$ cat config.mk
export PLATFORM = sky130hd
export DESIGN_NAME = alarm_irq_ctrl
export DESIGN_NICKNAME = d
export VERILOG_FILES = /design/src/rtl/alarm_pkg.sv /design/src/rtl/alarm_match.sv /design/src/rtl/alarm_regs.sv /design/src/rtl/pin_drive.sv /design/src/rtl/alarm_irq_ctrl.sv
export SDC_FILE = /design/constraint.sdc
export NUM_CORES = 1
export LEC_CHECK = 0
export ABC_CLOCK_PERIOD_IN_PS = 4720
export BUFFER_PORTS_ARGS = -buffer_cell sky130_fd_sc_hd__buf_2
export CAP_MARGIN = 20
export CORE_UTILIZATION = 55
export CTS_CLUSTER_DIAMETER = 50
export DETAILED_ROUTE_END_ITERATION = 6
export PLACE_DENSITY = 0.82
export RECOVER_POWER = 50
export SLEW_MARGIN = 10
export SYNTH_ARGS = -nofsm -noshare
export SYNTH_HDL_FRONTEND = slang
export SYNTH_HIERARCHICAL = 1
export SYNTH_SLANG_ARGS = --single-unit
$ cat constraint.sdc
create_clock -name clk -period 4.72 [get_ports clk]
set_input_delay 1.416 -clock clk [delete_from_list [all_inputs] [get_ports clk]]
set_output_delay 1.416 -clock clk [all_outputs]
set_load 0.02 [all_outputs]
$ cat src/rtl/alarm_pkg.sv
// Shared constants and types of the alarm and interrupt controller.
// Assumes a 3-bit register select and four compared time fields.
package alarm_pkg;
    localparam int unsigned ADDR_W     = 3;
    localparam int unsigned NUM_FIELDS = 4;

    typedef logic [ADDR_W-1:0] addr_t;

    // Register map; the alarm registers are consecutive from A_SEC.
    localparam addr_t A_FLAG = 3'd0;
    localparam addr_t A_CTRL = 3'd1;
    localparam addr_t A_SEC  = 3'd2;
    localparam addr_t A_MIN  = 3'd3;
    localparam addr_t A_HOUR = 3'd4;
    localparam addr_t A_DATE = 3'd5;

    // Bits of the control register.
    localparam int unsigned C_AE  = 0;
    localparam int unsigned C_ABE = 1;
    localparam int unsigned C_FT  = 2;

    // Repetition modes selected by the mask bits.
    typedef enum logic [2:0] {
        RPT_SECOND,
        RPT_MINUTE,
        RPT_HOUR,
        RPT_DAY,
        RPT_DATE
    } rpt_e;
endpackage

$ cat src/rtl/alarm_match.sv
// Alarm comparator: decodes the four mask bits into a repetition mode and
// compares the unmasked fields on a seconds tick.
// Assumes the mask is the MSB of each alarm field and the value the rest.
module alarm_match
    import alarm_pkg::*;
#(
    parameter int unsigned FIELD_W = 8
) (
    input  logic                                    sec_tick_i,
    input  logic [NUM_FIELDS-1:0][FIELD_W-2:0]     now_i,
    input  logic [NUM_FIELDS-1:0][FIELD_W-1:0]     alarm_i,
    output logic                                    match_o
);
    localparam int unsigned VAL_W = FIELD_W - 1;

    logic [NUM_FIELDS-1:0] eq;
    logic [NUM_FIELDS-1:0] mask;
    logic [NUM_FIELDS-1:0] need;
    rpt_e                  mode;

    // Per-field equality and mask extraction.
    for (genvar i = 0; i < NUM_FIELDS; i++) begin : g_field
        assign eq[i]   = (now_i[i] == alarm_i[i][VAL_W-1:0]);
        assign mask[i] = alarm_i[i][FIELD_W-1];
    end

    // Mask pattern to mode; undefined patterns fall back to every second.
    always_comb begin
        case (mask)
            4'b0000: mode = RPT_DATE;
            4'b1000: mode = RPT_DAY;
            4'b1100: mode = RPT_HOUR;
            4'b1110: mode = RPT_MINUTE;
            default: mode = RPT_SECOND;
        endcase
    end

    // Mode to set of fields that must be equal.
    always_comb begin
        case (mode)
            RPT_DATE:   need = 4'b1111;
            RPT_DAY:    need = 4'b0111;
            RPT_HOUR:   need = 4'b0011;
            RPT_MINUTE: need = 4'b0001;
            default:    need = 4'b0000;
        endcase
    end

    assign match_o = sec_tick_i & (&(eq | ~need));
endmodule

$ cat src/rtl/alarm_regs.sv
// Register file of the controller: alarm fields, enables and the alarm flag.
// The flag is set by a match and cleared on the first edge after an access
// to the flag register ends. A power-up strobe drops the enables only.
module alarm_regs
    import alarm_pkg::*;
#(
    parameter int unsigned FIELD_W = 8
) (
    input  logic                                clk,
    input  logic                                rst_n,
    input  logic                                bus_cs_i,
    input  logic                                bus_we_i,
    input  addr_t                               bus_addr_i,
    input  logic [FIELD_W-1:0]                  bus_wdata_i,
    output logic [FIELD_W-1:0]                  bus_rdata_o,
    input  logic                                match_i,
    input  logic                                pwr_up_i,
    output logic [NUM_FIELDS-1:0][FIELD_W-1:0]  alarm_o,
    output logic                                af_o,
    output logic                                ae_o,
    output logic                                abe_o,
    output logic                                ft_o
);
    logic [FIELD_W-1:0] al_q [NUM_FIELDS];
    logic               af_q, ae_q, abe_q, ft_q, pend_q;
    logic               wr_en, flag_sel;

    assign wr_en    = bus_cs_i & bus_we_i;
    assign flag_sel = bus_cs_i & (bus_addr_i == A_FLAG);

    // One register per alarm field, written by address.
    for (genvar i = 0; i < NUM_FIELDS; i++) begin : g_alarm
        always_ff @(posedge clk) begin // load alarm field i
            if (!rst_n)
                al_q[i] <= '0;
            else if (wr_en && bus_addr_i == addr_t'(int'(A_SEC) + i))
                al_q[i] <= bus_wdata_i;
        end
        assign alarm_o[i] = al_q[i];
    end

    // Control bits; a power-up strobe overrides a write.
    always_ff @(posedge clk) begin // enables and test bit
        if (!rst_n || pwr_up_i) begin
            ae_q  <= 1'b0;
            abe_q <= 1'b0;
            ft_q  <= 1'b0;
        end else if (wr_en && bus_addr_i == A_CTRL) begin
            ae_q  <= bus_wdata_i[C_AE];
            abe_q <= bus_wdata_i[C_ABE];
            ft_q  <= bus_wdata_i[C_FT];
        end
    end

    // Remember an access to the flag register until the access ends.
    always_ff @(posedge clk) begin // pending clear
        if (!rst_n)
            pend_q <= 1'b0;
        else if (flag_sel)
            pend_q <= 1'b1;
        else if (!bus_cs_i)
            pend_q <= 1'b0;
    end

    // Alarm flag: set by a match, which wins over a deferred clear.
    always_ff @(posedge clk) begin // sticky flag
        if (!rst_n)
            af_q <= 1'b0;
        else if (match_i)
            af_q <= 1'b1;
        else if (pend_q && !bus_cs_i)
            af_q <= 1'b0;
    end

    // Read multiplexer.
    always_comb begin
        bus_rdata_o = '0;
        case (bus_addr_i)
            A_FLAG: bus_rdata_o[0] = af_q;
            A_CTRL: begin
                bus_rdata_o[C_AE]  = ae_q;
                bus_rdata_o[C_ABE] = abe_q;
                bus_rdata_o[C_FT]  = ft_q;
            end
            default: begin
                for (int k = 0; k < NUM_FIELDS; k++)
                    if (bus_addr_i == addr_t'(int'(A_SEC) + k))
                        bus_rdata_o = al_q[k];
            end
        endcase
    end

    assign af_o  = af_q;
    assign ae_o  = ae_q;
    assign abe_o = abe_q;
    assign ft_o  = ft_q;

    a_r4_match_sets_flag: assert property (@(posedge clk) disable iff (!rst_n)
        match_i |=> af_o);
    a_r6_hold_in_access: assert property (@(posedge clk) disable iff (!rst_n)
        (bus_cs_i && $past(af_o)) |-> af_o);
    a_r6_release_after_access: assert property (@(posedge clk) disable iff (!rst_n)
        (pend_q && !bus_cs_i && !match_i) |=> !af_o);
    a_r8_flag_survives_powerup: assert property (@(posedge clk) disable iff (!rst_n)
        (pwr_up_i && af_o && !(pend_q && !bus_cs_i)) |=> af_o);
    a_r8_enables_cleared: assert property (@(posedge clk) disable iff (!rst_n)
        pwr_up_i |=> (!ae_o && !abe_o && !ft_o));
endmodule

$ cat src/rtl/pin_drive.sv
// Drives the shared active-low pin: either the gated alarm interrupt or a
// square wave toggled by half-period strobes for oscillator measurement.
// Assumes half_tick is a one-cycle strobe at twice the wave frequency.
module pin_drive (
    input  logic clk,
    input  logic rst_n,
    input  logic af_i,
    input  logic ae_i,
    input  logic abe_i,
    input  logic ft_i,
    input  logic on_batt_i,
    input  logic wd_to_rst_i,
    input  logic wd_zero_i,
    input  logic half_tick_i,
    output logic irq_n_o
);
    logic sq_en, sq_lvl_q, irq_act;

    assign sq_en   = ft_i & ~ae_i & (wd_to_rst_i | wd_zero_i);
    assign irq_act = af_i & ae_i & (~on_batt_i | abe_i);

    // Square wave level, parked high while the test mode is off.
    always_ff @(posedge clk) begin // test wave
        if (!rst_n || !sq_en)
            sq_lvl_q <= 1'b1;
        else if (half_tick_i)
            sq_lvl_q <= ~sq_lvl_q;
    end

    assign irq_n_o = sq_en ? sq_lvl_q : ~irq_act;

    a_r7_battery_gate: assert property (@(posedge clk) disable iff (!rst_n)
        (on_batt_i && !abe_i && !sq_en) |-> irq_n_o);
    a_r9_square_toggles: assert property (@(posedge clk) disable iff (!rst_n)
        (sq_en && $past(sq_en) && $past(half_tick_i)) |-> (irq_n_o != $past(irq_n_o)));
endmodule

$ cat src/rtl/alarm_irq_ctrl.sv
// Top of the masked alarm and interrupt controller: matcher, register file
// and pin driver. Assumes the time fields change only with sec_tick.
module alarm_irq_ctrl
    import alarm_pkg::*;
#(
    parameter int unsigned FIELD_W = 8
) (
    input  logic               clk,
    input  logic               rst_n,
    input  logic               sec_tick,
    input  logic [FIELD_W-2:0] tm_sec,
    input  logic [FIELD_W-2:0] tm_min,
    input  logic [FIELD_W-2:0] tm_hour,
    input  logic [FIELD_W-2:0] tm_date,
    input  logic               on_batt,
    input  logic               pwr_up,
    input  logic               wd_to_rst,
    input  logic               wd_zero,
    input  logic               half_tick,
    input  logic               bus_cs,
    input  logic               bus_we,
    input  logic [ADDR_W-1:0]  bus_addr,
    input  logic [FIELD_W-1:0] bus_wdata,
    output logic [FIELD_W-1:0] bus_rdata,
    output logic               irq_n
);
    logic [NUM_FIELDS-1:0][FIELD_W-2:0] now;
    logic [NUM_FIELDS-1:0][FIELD_W-1:0] alarm;
    logic match, af, ae, abe, ft;

    assign now = {tm_date, tm_hour, tm_min, tm_sec};

    alarm_match #(.FIELD_W(FIELD_W)) i_match (
        .sec_tick_i (sec_tick),
        .now_i      (now),
        .alarm_i    (alarm),
        .match_o    (match)
    );

    alarm_regs #(.FIELD_W(FIELD_W)) i_regs (
        .clk         (clk),
        .rst_n       (rst_n),
        .bus_cs_i    (bus_cs),
        .bus_we_i    (bus_we),
        .bus_addr_i  (bus_addr),
        .bus_wdata_i (bus_wdata),
        .bus_rdata_o (bus_rdata),
        .match_i     (match),
        .pwr_up_i    (pwr_up),
        .alarm_o     (alarm),
        .af_o        (af),
        .ae_o        (ae),
        .abe_o       (abe),
        .ft_o        (ft)
    );

    pin_drive i_pin (
        .clk         (clk),
        .rst_n       (rst_n),
        .af_i        (af),
        .ae_i        (ae),
        .abe_i       (abe),
        .ft_i        (ft),
        .on_batt_i   (on_batt),
        .wd_to_rst_i (wd_to_rst),
        .wd_zero_i   (wd_zero),
        .half_tick_i (half_tick),
        .irq_n_o     (irq_n)
    );
endmodule

==> reports/metrics.yaml <==
logic_synthesis:
  synth_commonest_cells: "and2_1 (32), edfxtp_1 (32), xnor2_1 (16)"
  synth-edff-count: 32
  synthCells: 193
  yosysSeqAreaShare_pct: 47.1
  post_synth_num_cell_types: 40
  syn-cell-area_mm2: 0.00229
  synth.ff_latch_count: 38
  async_flop_share_pct: 0
  yosysWarnings: 6
  synth_nets: 242
  synthTopCellsByArea: "edfxtp_1 (42%), and2_1 (8.7%), mux2i_1 (6.1%)"
  synth.top_cell.area_share_pct: 41.9
  avgSynthCellArea_um2: 11.9
  synth_flop_cell: "edfxtp_1"
  yosysTopAreaCell: "edfxtp_1"
timing:
  hold_viol: 0
  drv_slew: 0
  rsz0062_at_grt: "false"
  fin_tns_setup_ns: 0
  relSlewSlack_pct: 17.8
  setup_slack_ns: 0.634
  period_share_pct: 86.6
  setup_viol: 0
  fmax_mhz: 245
  timing.final.crit_period_ns: 4.09
  tightest_slew_ns: 1.22
  clock_skew_ns: 0.00320
floorplanning:
  die_width_um: 66.6
  die_area_mm2: 0.00443
  floorplan.die.height_um: 66.6
  row_count: 23
  boundaryPins: 58
  initial_utilization_pct: 57.4
  fp.coreArea_mm2: 0.00400
setup_path:
  critical_path.max_stage_delay_ns: 0.35
  startpoint: "bus_addr[0]"
  crit_buf_inv: 3
  cp_top_family: "buffers and inverters"
  ff2ff_setup_slack_ns: 2.99
  end_kind: "output pin"
  crit_required_ns: 3.30
  crit_arrival_ns: 2.67
  path_depth: 6
  crit_slowest_cell: "buf_2"
  cpMostUsedCell: "buf_2"
  start_kind: "input pin"
  r2r-end: "i_regs/af_o"
  reg2reg_from: "i_regs/al_q[0][0]"
  cp-endpoint: "bus_rdata[1]"
  worstRegToRegCells: 7
  crit_path_max_fanout: 15
  crit_chain: "buf_2, buf_4, mux2i_1, nor2_1, a21o_1, buf_2"
  critPathKind: "in2out"
global_routing:
  grt_start_max_net_pins: 16
  grt_pass1_wl_mm: 7.40
  grt_use_total_pct: 23.9
  antenna_found_initial: 0
  grt_pass1_vias: 1604
  grt_overflow: 0
placement:
  pre_cts_ws_ns: 0.620
  dp_hpwl_mm: 3.87
  numPortBuffers: 57
  gp_congestion: 0.847
drt:
  drtPass1Iterations: 4
  drc: 0
  viasPerCell: 5.53
  wl_per_cell_um: 16.1
  drt_iter0_drc: 67
  ant_nets: 0
  vias: 1686
  wirelength_mm: 4.90
clocking:
  cts_resized: 0
  cts_max_level: 2
  cts_hold_buf: 0
  clock_latency_ns: 0.28
  cts_root_buf: "clkbuf_8"
  clock_path_buffers: 2
  clock_sinks: 38
  cts.clk_slew.worst_paths_ns: 0.07
  cts_setup_buffers: 0
  cts_tree: "done"
  cts_buffers: 5
power_and_ir_drop:
  clkPwrFrac_pct: 28.3
  p_int_mw: 0.538
  combPwrFrac_pct: 16.5
  peakVddDrop_v: 0.000236
  seq_power_share_pct: 55.1
  p_sw_mw: 0.182
  p_leak_nw: 1.01
  swShare_pct: 25.3
  power_density_mw_per_mm2: 275
final_layout:
  antenna_cells: 0
  syn_to_final_growth_pct: 14.0
  fin_nets: 303
  final_core_util_pct: 65.4
  drive_above_1_share_pct: 29.0
run_status:
  status: "finished clean"
flow_run:
  max-cap-violations: 0
hold_path:
  hold_class: "reg2reg"
==> worst min path at each step <==
stage / from / end / slack [ns] / cells past startpoint
6_report: i_regs/pend_q / i_regs/pend_q / 0.50 / 2
5_1_grt: i_regs/pend_q / i_regs/pend_q / 0.53 / 2
4_1_cts: i_regs/pend_q / i_regs/pend_q / 0.49 / 2
3_5_place_dp: i_regs/pend_q / i_regs/pend_q / 0.47 / 2
3_3_place_gp: i_regs/pend_q / i_regs/pend_q / 0.46 / 2
2_1_floorplan: i_regs/pend_q / i_regs/pend_q / 0.44 / 2
==> cell type report <==
class / instances / area [um2]
Clock buffer: 6 / 72.6
Clock inverter: 2 / 8.76
Fill cell: 323 / 1380
Inverter: 3 / 11.3
Multi-Input combinational cell: 147 / 1090
Sequential cell: 38 / 1080
Tap cell: 50 / 62.6
Timing Repair Buffer: 59 / 294
==> cell usage in the layout, fill, tap and decap left out, types with 6 or more instances in the layout <==
master	instances
o21ai_1	6
o22ai_1	6
dfxtp_1	6
nor4_1	6
xnor2_1	16
and2_0	20
edfxtp_1	32
and2_1	12
xor2_1	13
buf_2	55
mux2i_1	14
nor2_1	6
==> flip-flops by register name, summed over array words and instances, names as in the netlist <==
| name | count |
|---|---|
| i_regs/al_q | 32 |
| i_pin/sq_lvl_q | 1 |
| i_regs/abe_o | 1 |
| i_regs/ae_o | 1 |
| i_regs/af_o | 1 |
| i_regs/ft_o | 1 |
| i_regs/pend_q | 1 |
==> stage by stage <==
stage	hold WS (ns)	instance area [um2]	power, mW	std cells
2_1_floorplan	0.441	2290	0.479	193
3_3_place_gp	0.460	2600	0.526	297
3_5_place_dp	0.469	2600	0.528	297
4_1_cts	0.490	2680	0.730	305
5_1_grt	0.527	2620	0.748	305
6_report	0.496	2620	0.720	305
==> cells by family (layout without fill, tap and decap cells) <==
group | Yosys count | in the layout | synth area share, %
AND/OR/NAND/NOR | 74 | 74 | 22.5
flip-flops | 38 | 38 | 47.1
XOR/XNOR | 29 | 29 | 11.1
AO/OA/AOI/OAI | 28 | 28 | 8.78
multiplexers | 16 | 16 | 7.58
buffers and inverters | 8 | 70 | 2.94
==> power by group through the flow <==
stage	sequential [mW]	combinational [mW]	clock, mW
2_1_floorplan	0.399	0.0799	0
3_3_place_gp	0.404	0.122	0
3_5_place_dp	0.404	0.124	0
4_1_cts	0.397	0.125	0.208
5_1_grt	0.399	0.129	0.221
6_report	0.397	0.119	0.204
==> worst min-delay path, delay by kind of cell, from the launching register on <==
| kind | cells | cell delay, ns |
|---|---|---|
| DFF | 1 | 0.34 |
| and+or+nand+nor | 2 | 0.12 |
==> per-layer routing <==
| layer | wire, um | up-vias | GRT usage, % | share of wire [%] |
|---|---|---|---|---|
| li1 | - | 823 | - | - |
| met1 | 2150 | 796 | 30.7 | 44 |
| met3 | 333 | 4 | 5.82 | 6.8 |
| met4 | 35 | 0 | 7.18 | 0.71 |
| met2 | 2380 | 63 | 39.8 | 49 |
| met5 | 0 | - | 0 | 0 |
Power figures use the tool's default switching activity.
